## src/rtl/vmm_pkg.sv

```systemverilog
package vmm_pkg;

   localparam int INSN_W      = 64;
   localparam logic [6:0] OPC_MINMAX = 7'b0011101;
   localparam int OPC_HI      = 63;
   localparam int OPC_LO      = 57;
   localparam int BIT_MX      = 56;
   localparam int BIT_SAT     = 55;
   localparam int BIT_DSGN    = 54;
   localparam int SEC_HI      = 53;
   localparam int SEC_LO      = 51;
   localparam int BIT_BREG    = 50;
   localparam int BIT_BSGN    = 49;
   localparam int BIT_ASGN    = 48;
   localparam int FMTA_HI     = 38;
   localparam int FMTA_LO     = 37;
   localparam int FMTB_HI     = 30;
   localparam int FMTB_LO     = 29;
   localparam logic [1:0] FMT_FULL = 2'b11;

   typedef enum logic [2:0] {
      SEC_INS_HI16 = 3'd0,
      SEC_INS_LO16 = 3'd1,
      SEC_INS_B0   = 3'd2,
      SEC_INS_B2   = 3'd3,
      SEC_ADD      = 3'd4,
      SEC_MIN      = 3'd5,
      SEC_MAX      = 3'd6,
      SEC_PASS     = 3'd7
   } sec_op_e;

   typedef struct packed {
      logic    hit;
      logic    legal;
      logic    prim_max;
      logic    prim_signed;
      logic    sec_signed;
      sec_op_e sec_op;
   } vmm_dec_t;

endpackage

```

## src/rtl/vmm_decode.sv

```systemverilog
module vmm_decode
   import vmm_pkg::*;
(
   input  logic [INSN_W-1:0] word,
   output vmm_dec_t          dec
);
   logic [1:0] fmt_a;
   logic [1:0] fmt_b;
   logic       sign_agree;

   always_comb begin
      fmt_a      = word[FMTA_HI:FMTA_LO];
      fmt_b      = word[FMTB_HI:FMTB_LO];
      sign_agree = (word[BIT_ASGN] == word[BIT_BSGN]);

      dec.hit         = (word[OPC_HI:OPC_LO] == OPC_MINMAX);
      dec.legal       = (fmt_a == FMT_FULL) && (fmt_b == FMT_FULL) &&
                        word[BIT_BREG] && sign_agree && !word[BIT_SAT];
      dec.prim_max    = word[BIT_MX];
      dec.prim_signed = word[BIT_ASGN];
      dec.sec_signed  = word[BIT_DSGN];
      dec.sec_op      = sec_op_e'(word[SEC_HI:SEC_LO]);
   end
endmodule

```

## src/rtl/vmm_minmax.sv

```systemverilog
module vmm_minmax #(
   parameter int W       = 32,
   parameter bit USE_SUB = 1'b1
) (
   input  logic [W-1:0] a,
   input  logic [W-1:0] b,
   input  logic         is_signed,
   input  logic         take_max,
   output logic [W-1:0] y
);
   logic a_lt_b;

   generate
      if (USE_SUB) begin : g_sub
         logic [W:0] diff;
         logic       ext_a;
         logic       ext_b;
         always_comb begin
            ext_a  = is_signed & a[W-1];
            ext_b  = is_signed & b[W-1];
            diff   = {ext_a, a} - {ext_b, b};
            a_lt_b = diff[W];
         end
      end else begin : g_rel
         always_comb begin
            if (is_signed) a_lt_b = ($signed(a) < $signed(b));
            else           a_lt_b = (a < b);
         end
      end
   endgenerate

   always_comb begin
      if (take_max) y = a_lt_b ? b : a;
      else          y = a_lt_b ? a : b;
   end
endmodule

```

## src/rtl/vmm_combine.sv

```systemverilog
module vmm_combine
   import vmm_pkg::*;
#(
   parameter int W       = 32,
   parameter bit USE_SUB = 1'b1
) (
   input  logic [W-1:0] prim,
   input  logic [W-1:0] c,
   input  sec_op_e      op,
   input  logic         sec_signed,
   output logic [W-1:0] y
);
   localparam int HALF = W / 2;
   localparam int QRTR = W / 4;

   logic [W-1:0] mm_out;
   logic         want_max;

   assign want_max = (op == SEC_MAX);

   vmm_minmax #(.W(W), .USE_SUB(USE_SUB)) u_sec_mm (
      .a         (prim),
      .b         (c),
      .is_signed (sec_signed),
      .take_max  (want_max),
      .y         (mm_out)
   );

   always_comb begin
      y = c;
      unique case (op)
         SEC_INS_HI16: y[W-1:HALF]         = prim[HALF-1:0];
         SEC_INS_LO16: y[HALF-1:0]         = prim[HALF-1:0];
         SEC_INS_B0:   y[QRTR-1:0]         = prim[QRTR-1:0];
         SEC_INS_B2:   y[HALF+QRTR-1:HALF] = prim[QRTR-1:0];
         SEC_ADD:      y = prim + c;
         SEC_MIN,
         SEC_MAX:      y = mm_out;
         SEC_PASS:     y = prim;
         default:      y = prim;
      endcase
   end
endmodule

```

## src/rtl/vid_minmax_unit.sv

```systemverilog
module vid_minmax_unit
   import vmm_pkg::*;
#(
   parameter int DATA_W  = 32,
   parameter bit USE_SUB = 1'b1
) (
   input  logic                clk,
   input  logic                rst,
   input  logic                in_valid,
   input  logic [INSN_W-1:0]   insn,
   input  logic [DATA_W-1:0]   opa,
   input  logic [DATA_W-1:0]   opb,
   input  logic [DATA_W-1:0]   opc,
   output logic                out_valid,
   output logic [DATA_W-1:0]   out_result,
   output logic                out_unsup
);
   generate
      if ((DATA_W % 4) != 0 || DATA_W < 8) begin : g_bad_width
         $error("vid_minmax_unit: DATA_W must be a multiple of 4 and at least 8");
      end
   endgenerate

   vmm_dec_t          dec;
   logic [DATA_W-1:0] prim_val;
   logic [DATA_W-1:0] final_val;
   logic              take;
   logic              accept;
   logic              reject;

   vmm_decode u_dec (
      .word (insn),
      .dec  (dec)
   );

   vmm_minmax #(.W(DATA_W), .USE_SUB(USE_SUB)) u_prim_mm (
      .a         (opa),
      .b         (opb),
      .is_signed (dec.prim_signed),
      .take_max  (dec.prim_max),
      .y         (prim_val)
   );

   vmm_combine #(.W(DATA_W), .USE_SUB(USE_SUB)) u_comb (
      .prim       (prim_val),
      .c          (opc),
      .op         (dec.sec_op),
      .sec_signed (dec.sec_signed),
      .y          (final_val)
   );

   assign take   = in_valid & dec.hit;
   assign accept = take & dec.legal;
   assign reject = take & ~dec.legal;

   always_ff @(posedge clk) begin
      if (rst) begin
         out_valid  <= 1'b0;
         out_unsup  <= 1'b0;
         out_result <= '0;
      end else begin
         out_valid <= accept;
         out_unsup <= reject;
         if (accept) out_result <= final_val;
      end
   end
endmodule


```

## config.mk

```make
export PLATFORM = sky130hd
export DESIGN_NAME = vid_minmax_unit
export DESIGN_NICKNAME = d
export VERILOG_FILES = /design/src/rtl/vmm_pkg.sv /design/src/rtl/vmm_decode.sv /design/src/rtl/vmm_minmax.sv /design/src/rtl/vmm_combine.sv /design/src/rtl/vid_minmax_unit.sv
export SDC_FILE = /design/constraint.sdc
export NUM_CORES = 1
export LEC_CHECK = 0
export BUFFER_PORTS_ARGS = -buffer_cell sky130_fd_sc_hd__clkbuf_2
export CAP_MARGIN = 10
export CORE_MARGIN = 1.5
export CORE_UTILIZATION = 30
export CTS_CLUSTER_DIAMETER = 30
export DETAILED_ROUTE_END_ITERATION = 8
export GPL_TIMING_DRIVEN = 0
export PLACE_DENSITY_LB_ADDON = 0.3
export SLEW_MARGIN = 30
export SYNTH_ARGS = -nofsm -noshare
export SYNTH_HDL_FRONTEND = slang
export SYNTH_HIERARCHICAL = 1
export SYNTH_SLANG_ARGS = --single-unit
```

## constraint.sdc

```tcl
create_clock -name clk -period 9.4 [get_ports clk]
set_input_delay 1.88 -clock clk [delete_from_list [all_inputs] [get_ports clk]]
set_output_delay 1.88 -clock clk [all_outputs]
set_load 0.01 [all_outputs]
```

==> impl_metrics.csv <==
group,metric,value,unit
grt,track_usage,18.82,%
pwr,power_density,135.4,mW/mm^2
clocking,post_cts_buffers,0,
clocking,cts_tree,"built",
worst_setup_path,crit_start,"opb[2]",
clocking,clock_sinks,34,
sta,rsz0062_at_grt,"no",
synthesis,synth_seq_cells,34,
clocking,numCtsBuffers,5,
sta,min_period_over_period,88.87,%
pwr,leakage,4.103,nW
place,globalplace.congestion,0.9371,
worst_setup_path,crit_path_max_incr_delay,500,ps
die,dieArea,0.02574,sq mm
pwr,ir_drop,0.00008023,V
die,initial_core_util,30.58,%
detailed_routing,drc,0,
clocking,cts_resized,0,
detailed_routing,drt_first_pass_iters,5,
sta,fin_worst_skew,0,ps
run,drv_cap,0,
synthesis,seq_area_frac_synth,9.154,%
detailed_routing,drtIter0Drc,592,
synthesis,synth_xor_area_share,4.324,%
grt,antenna_found_initial,0,
synthesis,synth_fa_ha_area_share,15.92,%
finish,drive_above_1_share,24.20,%
sta,finalCriticalPeriod,8354,ps
sta,worstMarginPinSlew,940.6,ps
grt,gr-total-overflow,0,
clocking,root_buffer,"clkbuf_16",
synthesis,synth_cell_types,71,
synthesis,synth.area.top_cells,"ha_1, mux2_4, dfxtp_1",
clocking,holdBufCountCts,0,
sta,final_max_slew_viol_count,0,
worst_setup_path,crit_path_top_delay_cell,"xnor2_2",
die,die_h,160.4,microns
detailed_routing,wl_per_cell,17.72,microns
synthesis,yosysMostFrequentCell,"ha_1",
synthesis,netlist.area_leader.share,15.65,%
clocking,cts.clk_slew.worst_paths,50,ps
detailed_routing,avgViaCountPerCell,5.267,
die,rows,57,
finish,n_antenna_cell,0,
worst_setup_path,crit_fanout,10,
die,core,0.02432,sq mm
worst_setup_path,crit_type,"input port to flip-flop",
run_status,status,"complete, no violations",
sta,setup-violations-final,0,
worst_setup_path,worst_setup_path_end_kind,"flip-flop",
synthesis,yosys.area_share.simple,19.38,%
worst_setup_path,crit_arrival,8520,ps
synthesis,synth_flop_cell,"dfxtp_1",
grt,grt_pass1_wl,38.10,mm
clocking,clock_path_buffers,2,
grt,grt_max_degree,11,
worst_setup_path,start_kind,"input port",
worst_setup_path,crit_path_frequent_cell,"o221ai_2",
place,portBuffers,146,
sta,hold_violations,0,
synthesis,synth_common_cells,"ha_1, nand2b_1, a21oi_1, inv_1, nand2_1",
synthesis,synth_edf_count,0,
clocking,cts_max_level,2,
sta,fin_setup_tns,0,ps
sta,fmax,119.7,MHz
synthesis,synth_nets,1194,
clocking,clk_latency,270,ps
synthesis,synth.largest_area_cell,"ha_1",
grt,first_global_vias,7093,
synthesis,async_reset_ff_share,0,%
synthesis,synthMuxAreaShare,20.16,%
detailed_routing,ant_nets,0,
pwr,totalPowerFinal,1.181,mW
die,ios,197,
worst_setup_path,reg2reg_from,"out_result[29]$_SDFFE_PP0P_",
synthesis,synth_compound_area_share,22.63,%
finish,area_delta_synth_final,17.26,%
die,fp.dieW,160.4,microns
worst_setup_path,critPathRequiredTime,9560,ps
synthesis,synth_top_family_by_area,"compound AO/OA/AOI/OAI gates",
synthesis,ys.warnings.count,6,
min_path,min_from,"out_result[14]$_SDFFE_PP0P_",
synthesis,synth_area,0.007436,sq mm
place,dp_hpwl,20.96,mm
synthesis,netlist_instances,937,
detailed_routing,vias,7453,
finish,final_nets,1347,
min_path,hp-class,"flip-flop to flip-flop",
synthesis,syn_area_per_cell,7.936,sq um
sta,maxSlewHeadroom,37.30,%
detailed_routing,wirelength,25.07,mm
per-stage QoR:
step	setup slack, ps	utilization [%]	instances	hold slack [ps]	cell area, sq um
2_1_floorplan	2571	-	937	492.6	7436
3_3_place_gp	935.4	35.25	1407	459.6	8572
3_5_place_dp	818.7	35.25	1407	460.9	8572
4_1_cts	1091	35.85	1415	474.4	8720
5_1_grt	879.3	35.85	1415	489.3	8720
6_report	1046	35.85	1415	468.0	8720
cells by family after synthesis:
logic type               count (synthesis)
buffers and inverters                  133
adder cells (fa/ha/maj)                 94
multiplexers                           119
AO/OA/AOI/OAI                          255
flip-flops                              34
XOR/XNOR                                35
AND/OR/NAND/NOR                        267
cell usage in the layout, fill, tap and decap left out, types with 6 or more instances in the layout:
cell        n
ha_1       93
xor2_1     17
o22ai_1     7
nor2_1     35
and4_2      6
a211oi_1   11
nand4_1    12
o21ai_0    61
clkbuf_1   29
xnor2_1    16
nor2b_1    11
nand3_1    23
buf_1      12
mux2_2      6
inv_1      74
a221oi_1   13
a21o_1     14
mux2i_1    53
nor3_1     10
mux2_4     60
buf_4       6
a21oi_1    74
nand2_1    65
o211ai_1   10
o21a_1     15
nand2b_1   75
dfxtp_1    34
buf_6       7
clkbuf_2  146
path summary, 6_finish.rpt:
| path | end | slack (ps) | cells past startpoint |
|---|---|---|---|
| worst max-delay path | out_result[11]$_SDFFE_PP0P_ | 1050 | 26 |
| worst min-delay path | out_result[14]$_SDFFE_PP0P_ | 470 | 2 |
| worst max register to register | out_result[29]$_SDFFE_PP0P_ | 8790 | 2 |
| worst min register to register | out_result[14]$_SDFFE_PP0P_ | 470 | 2 |
flip-flops by register name, indices dropped and copies added, names as in the netlist:
signal / flops
out_result: 32
out_unsup: 1
out_valid: 1
cell type report:
| cell class | count | area, sq um |
|---|---|---|
| tap | 324 | 405.4 |
| multi-input combinational | 770 | 6128 |
| fill | 2579 | 15600 |
| inverter | 74 | 277.8 |
| buffer | 59 | 349.1 |
| timing repair buffer | 146 | 730.7 |
| clock inverter | 1 | 5.005 |
| sequential | 34 | 680.7 |
| clock buffer | 7 | 142.6 |
critical path, delay by kind of cell:
family                   cells  cell delay, ps
adder cells (fa/ha/maj)      2             610
AO/OA/AOI/OAI               13            3220
multiplexers                 4            1050
XOR/XNOR                     2             930
buffers and inverters        4             670
AND/OR/NAND/NOR              1             150
power breakdown:
part | switching, mW | internal [mW] | total [mW]
clock | 0.0564 | 0.105 | 0.161
sequential | 0.00000463 | 0.144 | 0.144
combinational | 0.477 | 0.398 | 0.876
metal layers:
layer	share of wire [%]	track usage, %	up-vias
li1	-	-	3703
met1	45	24.71	3470
met2	46	31.84	244
met3	5.8	2.195	36
met4	2.9	6.372	0
met5	0	0	-
Note: power is estimated with default switching activity, not from simulation.
